### src/rtl/ppx_pkg.sv
package ppx_pkg;

  typedef enum logic [1:0] {
    TOPO_KS = 2'd0,
    TOPO_BK = 2'd1,
    TOPO_SK = 2'd2,
    TOPO_HC = 2'd3
  } topo_e;

  // Prefix depth for a topology at width 2**lg
  function automatic int pfx_levels(topo_e t, int lg);
    case (t)
      TOPO_BK: return 2 * lg - 1;
      TOPO_HC: return lg + 1;
      default: return lg;
    endcase
  endfunction

  // Lower operand index feeding node i at level lvl, -1 when the node passes through
  function automatic int pfx_src(topo_e t, int lg, int lvl, int i);
    int d;
    case (t)
      TOPO_KS: begin
        d = 1 << lvl;
        return (i >= d) ? i - d : -1;
      end
      TOPO_SK: begin
        if (((i >> lvl) & 1) == 1) return ((i >> lvl) << lvl) - 1;
        return -1;
      end
      TOPO_BK: begin
        if (lvl < lg) begin
          d = 1 << lvl;
          return (((i + 1) % (2 * d)) == 0) ? i - d : -1;
        end else begin
          d = 1 << (2 * lg - 2 - lvl);
          return ((((i + 1) % (2 * d)) == d) && (i >= 2 * d)) ? i - d : -1;
        end
      end
      default: begin
        if (lvl == 0) return ((i % 2) == 1) ? i - 1 : -1;
        if (lvl == lg) return (((i % 2) == 0) && (i >= 2)) ? i - 1 : -1;
        d = 1 << lvl;
        return (((i % 2) == 1) && (i >= d)) ? i - d : -1;
      end
    endcase
  endfunction

  // Lowest bit covered by node i after level lvl
  function automatic int pfx_low(topo_e t, int lg, int lvl, int i);
    int cur;
    int s;
    cur = i;
    for (int l = lvl; l >= 0; l--) begin
      s = pfx_src(t, lg, l, cur);
      if (s >= 0) cur = s;
    end
    return cur;
  endfunction

endpackage

### src/rtl/ppx_cells.sv
module ppx_black_cell (
  input  logic g_hi_i,
  input  logic p_hi_i,
  input  logic g_lo_i,
  input  logic p_lo_i,
  output logic g_o,
  output logic p_o
);
  assign g_o = g_hi_i | (p_hi_i & g_lo_i);
  assign p_o = p_hi_i & p_lo_i;
endmodule

module ppx_gray_cell (
  input  logic g_hi_i,
  input  logic p_hi_i,
  input  logic g_lo_i,
  output logic g_o
);
  assign g_o = g_hi_i | (p_hi_i & g_lo_i);
endmodule

### src/rtl/ppx_pg.sv
module ppx_pg #(
  parameter int N = 32
) (
  input  logic [N-1:0] a_i,
  input  logic [N-1:0] b_i,
  input  logic         cin_i,
  output logic [N-1:0] g_o,
  output logic [N-1:0] p_o,
  output logic [N-1:0] d_o
);
  logic [N-1:0] g_raw;

  assign g_raw = a_i & b_i;
  assign p_o   = a_i | b_i;
  assign d_o   = a_i ^ b_i;

  // carry-in merged into bit 0 so every prefix ends at the carry-in
  assign g_o[0] = g_raw[0] | (p_o[0] & cin_i);
  if (N > 1) begin : g_upper
    assign g_o[N-1:1] = g_raw[N-1:1];
  end
endmodule

### src/rtl/ppx_tree.sv
module ppx_tree #(
  parameter int            N    = 32,
  parameter ppx_pkg::topo_e TOPO = ppx_pkg::TOPO_KS
) (
  input  logic [N-1:0] g_i,
  input  logic [N-1:0] p_i,
  output logic [N-1:0] c_o
);
  localparam int LG = $clog2(N);
  localparam int LV = ppx_pkg::pfx_levels(TOPO, LG);

  logic [N-1:0] g_l [LV+1];
  logic [N-1:0] p_l [LV+1];

  assign g_l[0] = g_i;
  assign p_l[0] = p_i;

  for (genvar lv = 0; lv < LV; lv++) begin : g_lvl
    for (genvar i = 0; i < N; i++) begin : g_bit
      localparam int S = ppx_pkg::pfx_src(TOPO, LG, lv, i);
      if (S < 0) begin : g_pass
        assign g_l[lv+1][i] = g_l[lv][i];
        assign p_l[lv+1][i] = p_l[lv][i];
      end else if (ppx_pkg::pfx_low(TOPO, LG, lv, i) == 0) begin : g_gray
        ppx_gray_cell u_cell (
          .g_hi_i(g_l[lv][i]),
          .p_hi_i(p_l[lv][i]),
          .g_lo_i(g_l[lv][S]),
          .g_o   (g_l[lv+1][i])
        );
        assign p_l[lv+1][i] = 1'b0;
      end else begin : g_black
        ppx_black_cell u_cell (
          .g_hi_i(g_l[lv][i]),
          .p_hi_i(p_l[lv][i]),
          .g_lo_i(g_l[lv][S]),
          .p_lo_i(p_l[lv][S]),
          .g_o   (g_l[lv+1][i]),
          .p_o   (p_l[lv+1][i])
        );
      end
    end
  end

  assign c_o = g_l[LV];

  logic unused_p;
  assign unused_p = ^p_l[LV];
endmodule

### src/rtl/ppx_sum.sv
module ppx_sum #(
  parameter int N = 32
) (
  input  logic [N-1:0] d_i,
  input  logic [N-1:0] c_i,
  input  logic         cin_i,
  output logic [N-1:0] sum_o,
  output logic         cout_o
);
  logic [N-1:0] c_in_bit;

  if (N > 1) begin : g_shift
    assign c_in_bit = {c_i[N-2:0], cin_i};
  end else begin : g_one
    assign c_in_bit = cin_i;
  end

  assign sum_o  = d_i ^ c_in_bit;
  assign cout_o = c_i[N-1];
endmodule

### src/rtl/ppx_adder.sv
module ppx_adder #(
  parameter int             N       = 32,
  parameter ppx_pkg::topo_e TOPO    = ppx_pkg::TOPO_KS,
  parameter bit             OUT_REG = 1'b0
) (
  input  logic         clk_i,
  input  logic         rst_ni,
  input  logic [N-1:0] a_i,
  input  logic [N-1:0] b_i,
  input  logic         cin_i,
  output logic [N-1:0] sum_o,
  output logic         cout_o
);
  localparam int LG         = $clog2(N);
  localparam int PFX_STAGES = ppx_pkg::pfx_levels(TOPO, LG);

  logic [N-1:0] g_w, p_w, d_w, c_w, sum_w;
  logic         cout_w;

  ppx_pg #(.N(N)) u_pg (
    .a_i  (a_i),
    .b_i  (b_i),
    .cin_i(cin_i),
    .g_o  (g_w),
    .p_o  (p_w),
    .d_o  (d_w)
  );

  ppx_tree #(.N(N), .TOPO(TOPO)) u_tree (
    .g_i(g_w),
    .p_i(p_w),
    .c_o(c_w)
  );

  ppx_sum #(.N(N)) u_sum (
    .d_i   (d_w),
    .c_i   (c_w),
    .cin_i (cin_i),
    .sum_o (sum_w),
    .cout_o(cout_w)
  );

  if (OUT_REG) begin : g_reg
    always_ff @(posedge clk_i or negedge rst_ni) begin
      if (!rst_ni) begin
        sum_o  <= '0;
        cout_o <= 1'b0;
      end else begin
        sum_o  <= sum_w;
        cout_o <= cout_w;
      end
    end
  end else begin : g_comb
    assign sum_o  = sum_w;
    assign cout_o = cout_w;
    logic unused_clk;
    assign unused_clk = clk_i ^ rst_ni;
  end
endmodule

### config.mk
export PLATFORM = sky130hd
export DESIGN_NAME = ppx_adder
export DESIGN_NICKNAME = d
export VERILOG_FILES = /design/src/rtl/ppx_pkg.sv /design/src/rtl/ppx_cells.sv /design/src/rtl/ppx_pg.sv /design/src/rtl/ppx_tree.sv /design/src/rtl/ppx_sum.sv /design/src/rtl/ppx_adder.sv
export SDC_FILE = /design/constraint.sdc
export NUM_CORES = 1
export LEC_CHECK = 0
export ABC_AREA = 1
export BUFFER_PORTS_ARGS = -buffer_cell sky130_fd_sc_hd__buf_2
export CORE_UTILIZATION = 40
export DETAILED_ROUTE_END_ITERATION = 12
export MAX_ROUTING_LAYER = met4
export SYNTH_ARGS = -nofsm -noshare
export SYNTH_HDL_FRONTEND = slang
export SYNTH_HIERARCHICAL = 1
export SYNTH_SLANG_ARGS = --single-unit
export TNS_END_PERCENT = 100
### constraint.sdc
create_clock -name vclk -period 3.6
set_input_delay 0.36 -clock vclk [all_inputs]
set_output_delay 0.36 -clock vclk [all_outputs]
set_load 0.01 [all_outputs]
== Word-level counts from Yosys, hierarchy flattened ==
Cells that the tools add are included.
W data, S select, Z words.
Word-level totals
  register bits after elaboration: 0
  bits of input ports: 67
  output and inout bits: 33
  logic and storage cells: 362
Cells by class
  bitwise logic cells: 362
Operators with widths (number)
  $and A1 B1 Y1: 228
  $or A1 B1 Y1: 130
  $xor A32 B32 Y32: 2
  $and A32 B32 Y32: 1
  $or A32 B32 Y32: 1

== Longest topological paths before layout ==
Gate-level depths: netlist of the first run.
  depth in word-level cells: 13
  gate-level depth with buffers: 17
  gate-level depth less buffers: 16

== By module ==
Netlist of the first run, hierarchy kept.
Modules (own cells, without submodules)
  ppx_black_cell: instances 98, cells an instance 5, area each 18.8 um^2, sequential area each 0.0 um^2
  ppx_pg: instances 1, cells an instance 163, area each 1177.4 um^2, sequential area each 0.0 um^2
  ppx_sum: instances 1, cells an instance 161, area each 608.1 um^2, sequential area each 0.0 um^2
  ppx_gray_cell: instances 31, cells an instance 3, area each 11.3 um^2, sequential area each 0.0 um^2
  ppx_tree: instances 1, cells an instance 32, area each 240.2 um^2, sequential area each 0.0 um^2

== Worst setup path before layout of the first run ==
No wires, ideal clock.
  path kind: in2out
  from: in a_i[0]
  to: out cout_o
  arrival time: 1.580 ns
  required time: 3.240 ns
  setup slack: 1.660 ns
  stages: 17
  buffers on the path: 2
  cell sequence: inv_1 ha_1 inv_2 nand2_2 nand2_2 nand2_1 nand2_1 nand2_1 nand2_1 nand2_1 nand2_1 nand2_1 nand2_1 nand2_1 nand2_1 buf_4 buf_4
RTL lines
  from (decl): RTL line ppx_adder.sv:8  | input logic [N-1:0] a_i,
  to (decl): RTL line ppx_adder.sv:12  | output logic cout_o

== Worst setup path after layout of the first run ==
  from: in a_i[0]
  to: out sum_o[16]
On the way
  cells in the longest elaborated chain, start to end: 12
  elaborated cells on any way between the ends: 13
  classes of those cells: bitwise: 13
Ends and longest elaborated chain
  $or A32 B32 Y32: RTL line ppx_pg.sv:14  | assign p_o = a_i | b_i;
  via p_w[0]: RTL line ppx_adder.sv:17  | logic [N-1:0] g_w, p_w, d_w, c_w, sum_w;
  $and A1 B1 Y1: RTL line ppx_pg.sv:18  | assign g_o[0] = g_raw[0] | (p_o[0] & cin_i);
  $or A1 B1 Y1: RTL line ppx_pg.sv:18
  via g_w[0]: RTL line ppx_adder.sv:17
  $and A1 B1 Y1: RTL line ppx_cells.sv:19  | assign g_o = g_hi_i | (p_hi_i & g_lo_i);
  $or A1 B1 Y1: RTL line ppx_cells.sv:19
  via c_w[1]: RTL line ppx_adder.sv:17
  [... 2 more ...]
  via c_w[3]: RTL line ppx_adder.sv:17
  $and A1 B1 Y1: RTL line ppx_cells.sv:19
  $or A1 B1 Y1: RTL line ppx_cells.sv:19
  via c_w[7]: RTL line ppx_adder.sv:17
  $and A1 B1 Y1: RTL line ppx_cells.sv:19
  $or A1 B1 Y1: RTL line ppx_cells.sv:19
  via c_w[15]: RTL line ppx_adder.sv:17
  $xor A32 B32 Y32: RTL line ppx_sum.sv:18  | assign sum_o = d_i ^ c_in_bit;
  to (decl): RTL line ppx_adder.sv:11  | output logic [N-1:0] sum_o,
The timed path passes the listed nets, and every way through them passes these cells.

==> results.json, run 1 <==
{
  "cellLeakagePower_nw": 4.24,
  "cts_resized": 0,
  "cellPowerDensity_nw_per_um2": 140,
  "cp.required_ns": 3.24,
  "port_buffers": 98,
  "initial_utilization_pct": 41.0,
  "utilization_pct": 45.0,
  "pwr-share-seq_pct": 0,
  "seqCellArea_um2": 0,
  "synth.cell_area_um2": 4210,
  "path_max_fanout": 7,
  "ys_types": 6,
  "synth_cells": 939,
  "final_common_cell": "nand2_1",
  "clockPowerShare_pct": 0,
  "ir_worst_vdd_v": 0.0000537,
  "end_kind": "output port",
  "drv_cap": 0,
  "pre_cts_ws_ns": 1.15,
  "path_class": "in -> out",
  "track_usage_pct": 18.2,
  "grt_overflow": 0,
  "final_area_um2": 4630,
  "fill_cells": 1303,
  "hold_viol": 0,
  "slowest_delay_ns": 0.21,
  "hold_buffers": 0,
  "vias": 4430,
  "pwr-share-comb_pct": 100.0,
  "hold_path_class": "in -> out",
  "grt_start_max_net_pins": 8,
  "synth_fp_nets": 1070,
  "finalCritPeriodShare_pct": 66.9,
  "slew_headroom_pct": 82.7,
  "multi_input_area_um2": 2510,
  "yosysSeqAreaShare_pct": 0,
  "avgSynthCellArea_um2": 4.49,
  "num_io_pins": 100,
  "placed_cells": 1140,
  "outcome": "completed",
  "rsz0062_at_grt": "false",
  "worst_slew_pin_slew_ns": 0.259,
  "grt_first_pass_wirelength_um": 16200,
  "p_switching_uw": 406,
  "n_clock_buffer": 0,
  "cp_cell_sequence": "buf_2 > inv_1 > ha_1 > inv_2 > nand2_2 > nand2_2 > nand2_1 > nand2_1 > nand2_1 > nand2_1 > nand2_1 > nand2_1 > nand2_1 > nand2_1 > inv_1 > nand2_1 > nand2_1 > buf_2",
  "timing.final.ws_setup_ns": 1.19,
  "wire_per_inst_um": 8.27,
  "area_delta_synth_final_pct": 9.80,
  "n_antenna_cell": 0,
  "fin_setup_tns_ns": 0,
  "drcViolationCount": 0,
  "avgViaCountPerCell": 3.89,
  "finalSetupViolations": 0,
  "finalNonFillerCells": 1140,
  "drive_gt1_share_pct": 10.1,
  "die_area_um2": 10900,
  "dieWidth_um": 105,
  "drt_first_pass_iters": 4,
  "worst_hold_slack_ns": 1.04,
  "gp_congestion": 0.912,
  "arrival_ns": 2.05,
  "wl_um": 9430,
  "p_int_uw": 241,
  "final_antenna_net_count": 0,
  "startpoint_type": "input pin",
  "power_uw": 647,
  "nNetsFinal": 1137,
  "synth_warnings": 6,
  "min_period_ns": 2.41,
  "cp_common_cell": "nand2_1",
  "drt_iter0_drc": 149,
  "layout_common_cells": "nand2_1 (452), inv_1 (387), buf_2 (98)",
  "die_h_um": 105,
  "grt_pass1_vias": 3931,
  "crit_slowest_cell": "nand2_1",
  "fp.coreArea_um2": 10300,
  "num_rows": 37,
  "fmax_ghz": 0.415,
  "switching_share_pct": 62.7,
  "seq_cells": 0,
  "dp_hpwl_um": 8850,
  "postPlaceCellArea_um2": 4630,
  "antenna_found_initial": 0,
  "cts_setup_buffers": 0,
  "slew_viol_final": 0
}
worst paths after layout:
kind / start / to / slack, ns / cells past startpoint
min: cin_i / sum_o[0] / 1.04 / 4
max: a_i[0] / sum_o[16] / 1.19 / 18
power groups by stage:
stage          Sequential [mW]  Combinational, mW  Clock [mW]
2_1_floorplan                0              0.510           0
3_3_place_gp                 0              0.650           0
3_5_place_dp                 0              0.653           0
4_1_cts                      0              0.658           0
5_1_grt                      0              0.761           0
6_report                     0              0.647           0
synth_stat cells:
master / instances / share of area (%)
ha_1: 64 / 19
nand2_2: 2 / 0.30
nand2_1: 452 / 40
inv_1: 387 / 34
buf_4: 33 / 5.9
inv_2: 1 / 0.089
kinds of logic (layout without fill, tap and decap cells):
logic type | count (synthesis) | in the layout | synth area share, %
buf+inv | 421 | 486 | 40.4
fa+ha+maj | 64 | 64 | 19.0
simple gates | 454 | 454 | 40.6
layout make-up:
cell class                 count  share of cell area, %
inverter                     388                   31.5
timing repair buffer          98                   10.6
tap                          136                   3.68
multi-input combinational    518                   54.2
critical path, delay by kind of cell:
family / cells / cell delay, ns
buffers and inverters: 5 / 0.35
and+or+nand+nor: 12 / 1.15
adders and majority gates: 1 / 0.19
routing by layer:
layer | GRT usage (%) | routed length (um) | part of all wire, %
met5 | - | 0 | 0
met4 | 1.71 | 100 | 1.1
met3 | 0.437 | 293 | 3.1
met2 | 32.9 | 4380 | 46
met1 | 23.4 | 4660 | 49
Power figures use the tool's default switching activity.
==> inputs of run 2 (changes only) <==
clock period = 2.3 ns   (was 3.6 ns; I/O delays follow)
==> run 2 against run 1 <==
Against the previous run: utilization up 0.32 points; worst hold slack worse by 0.26 ns; die area unchanged; combinational power up 58%; via count down 0.25%; sequential cell count unchanged; critical endpoint unchanged; highest routed layer unchanged.
==> results.json, run 2 (same netlist as run 1, synthesis figures left out) <==
{
  "outcome": "completed",
  "vias": 4419,
  "hold_path_class": "in -> out",
  "area_delta_synth_final_pct": 10.6,
  "antenna_found_initial": 0,
  "drcViolationCount": 0,
  "seq_cells": 0,
  "n_antenna_cell": 0,
  "cellPowerDensity_nw_per_um2": 220,
  "grt_start_max_net_pins": 7,
  "finalNonFillerCells": 1144,
  "num_rows": 37,
  "grt_pass1_vias": 3990,
  "cts_resized": 0,
  "avgViaCountPerCell": 3.86,
  "ir_worst_vdd_v": 0.0000837,
  "final_common_cell": "nand2_1",
  "layout_common_cells": "nand2_1 (451), inv_1 (387), buf_2 (98)",
  "switching_share_pct": 62.2,
  "cp.required_ns": 2.07,
  "path_max_fanout": 6,
  "drt_first_pass_iters": 4,
  "drive_gt1_share_pct": 10.5,
  "slew_headroom_pct": 85.0,
  "worst_slew_pin_slew_ns": 0.224,
  "fin_setup_tns_ns": 0,
  "finalCritPeriodShare_pct": 85.8,
  "arrival_ns": 1.74,
  "crit_slowest_cell": "ha_1",
  "end_kind": "output port",
  "hold_viol": 0,
  "startpoint_type": "input pin",
  "drv_cap": 0,
  "pwr-share-comb_pct": 100.0,
  "slew_viol_final": 0,
  "rsz0062_at_grt": "false",
  "finalSetupViolations": 0,
  "die_h_um": 105,
  "track_usage_pct": 18.5,
  "min_period_ns": 1.97,
  "num_io_pins": 100,
  "fmax_ghz": 0.507,
  "final_area_um2": 4660,
  "die_area_um2": 10900,
  "hold_buffers": 0,
  "pwr-share-seq_pct": 0,
  "path_class": "in -> out",
  "port_buffers": 98,
  "dp_hpwl_um": 8940,
  "fill_cells": 1300,
  "p_switching_uw": 637,
  "cellLeakagePower_nw": 4.26,
  "cp_cell_sequence": "buf_2 > inv_1 > ha_1 > inv_2 > nand2_2 > nand2_2 > nand2_1 > nand2_2 > nand2_1 > nand2_1 > nand2_1 > nand2_1 > nand2_1 > nand2_1 > inv_1 > nand2_1 > nand2_1 > buf_2",
  "placed_cells": 1144,
  "postPlaceCellArea_um2": 4660,
  "wl_um": 9530,
  "slowest_delay_ns": 0.19,
  "wire_per_inst_um": 8.33,
  "final_antenna_net_count": 0,
  "drt_iter0_drc": 120,
  "n_clock_buffer": 0,
  "initial_utilization_pct": 41.0,
  "grt_overflow": 0,
  "cts_setup_buffers": 0,
  "p_int_uw": 387,
  "clockPowerShare_pct": 0,
  "seqCellArea_um2": 0,
  "grt_first_pass_wirelength_um": 16500,
  "nNetsFinal": 1141,
  "gp_congestion": 0.872,
  "dieWidth_um": 105,
  "cp_common_cell": "nand2_1",
  "fp.coreArea_um2": 10300
}
run 2: cell count changes in the layout (fill, tap and decap cells not counted):
cell     before  now
nand2_1     452  451
buf_4         0    4
nand2_2       2    3
run 2: layout make-up:
cell class | count | area, um^2 | area share (%)
Inverter | 388 | 1460 | 31.3
Multi-Input combinational cell | 518 | 2510 | 53.9
Tap cell | 136 | 170 | 3.65
Timing Repair Buffer | 102 | 520 | 11.2
run 2: power by group through the flow:
stage | sequential, mW | combinational, mW | clock, mW
floorplan | 0 | 0.799 | 0
global placement | 0 | 1.03 | 0
detailed placement | 0 | 1.03 | 0
CTS | 0 | 1.04 | 0
global route | 0 | 1.21 | 0
finish | 0 | 1.02 | 0
run 2: final timing paths:
kind | start | endpoint | slack, ns | depth (start not counted)
worst min-delay path | cin_i | sum_o[0] | 0.78 | 4
worst max-delay path | a_i[0] | sum_o[16] | 0.33 | 18
run 2: critical path, delay by kind of cell:
| kind | cells | cell delay (ns) |
|---|---|---|
| adders and majority gates | 1 | 0.19 |
| buffers and inverters | 5 | 0.36 |
| and+or+nand+nor | 12 | 0.97 |
run 2: per-layer routing:
metal	vias to the layer above	part of all wire, %	GRT usage [%]
met5	-	0	-
met4	0	1.5	2.21
met3	10	2.7	0.187
met2	64	46	33.6
met1	1774	50	23.6
li1	2571	-	-
run 2: metrics by stage:
stage               setup slack (ns)  hold WS [ns]  util, %  total power [mW]
global placement               0.238         0.788     45.3              1.03
floorplan                      0.620         0.582        -             0.799
detailed placement             0.205         0.790     45.3              1.03
global route                  0.0277         0.815     45.3              1.21
finish                         0.326         0.785     45.3              1.02
CTS                            0.201         0.791     45.3              1.04
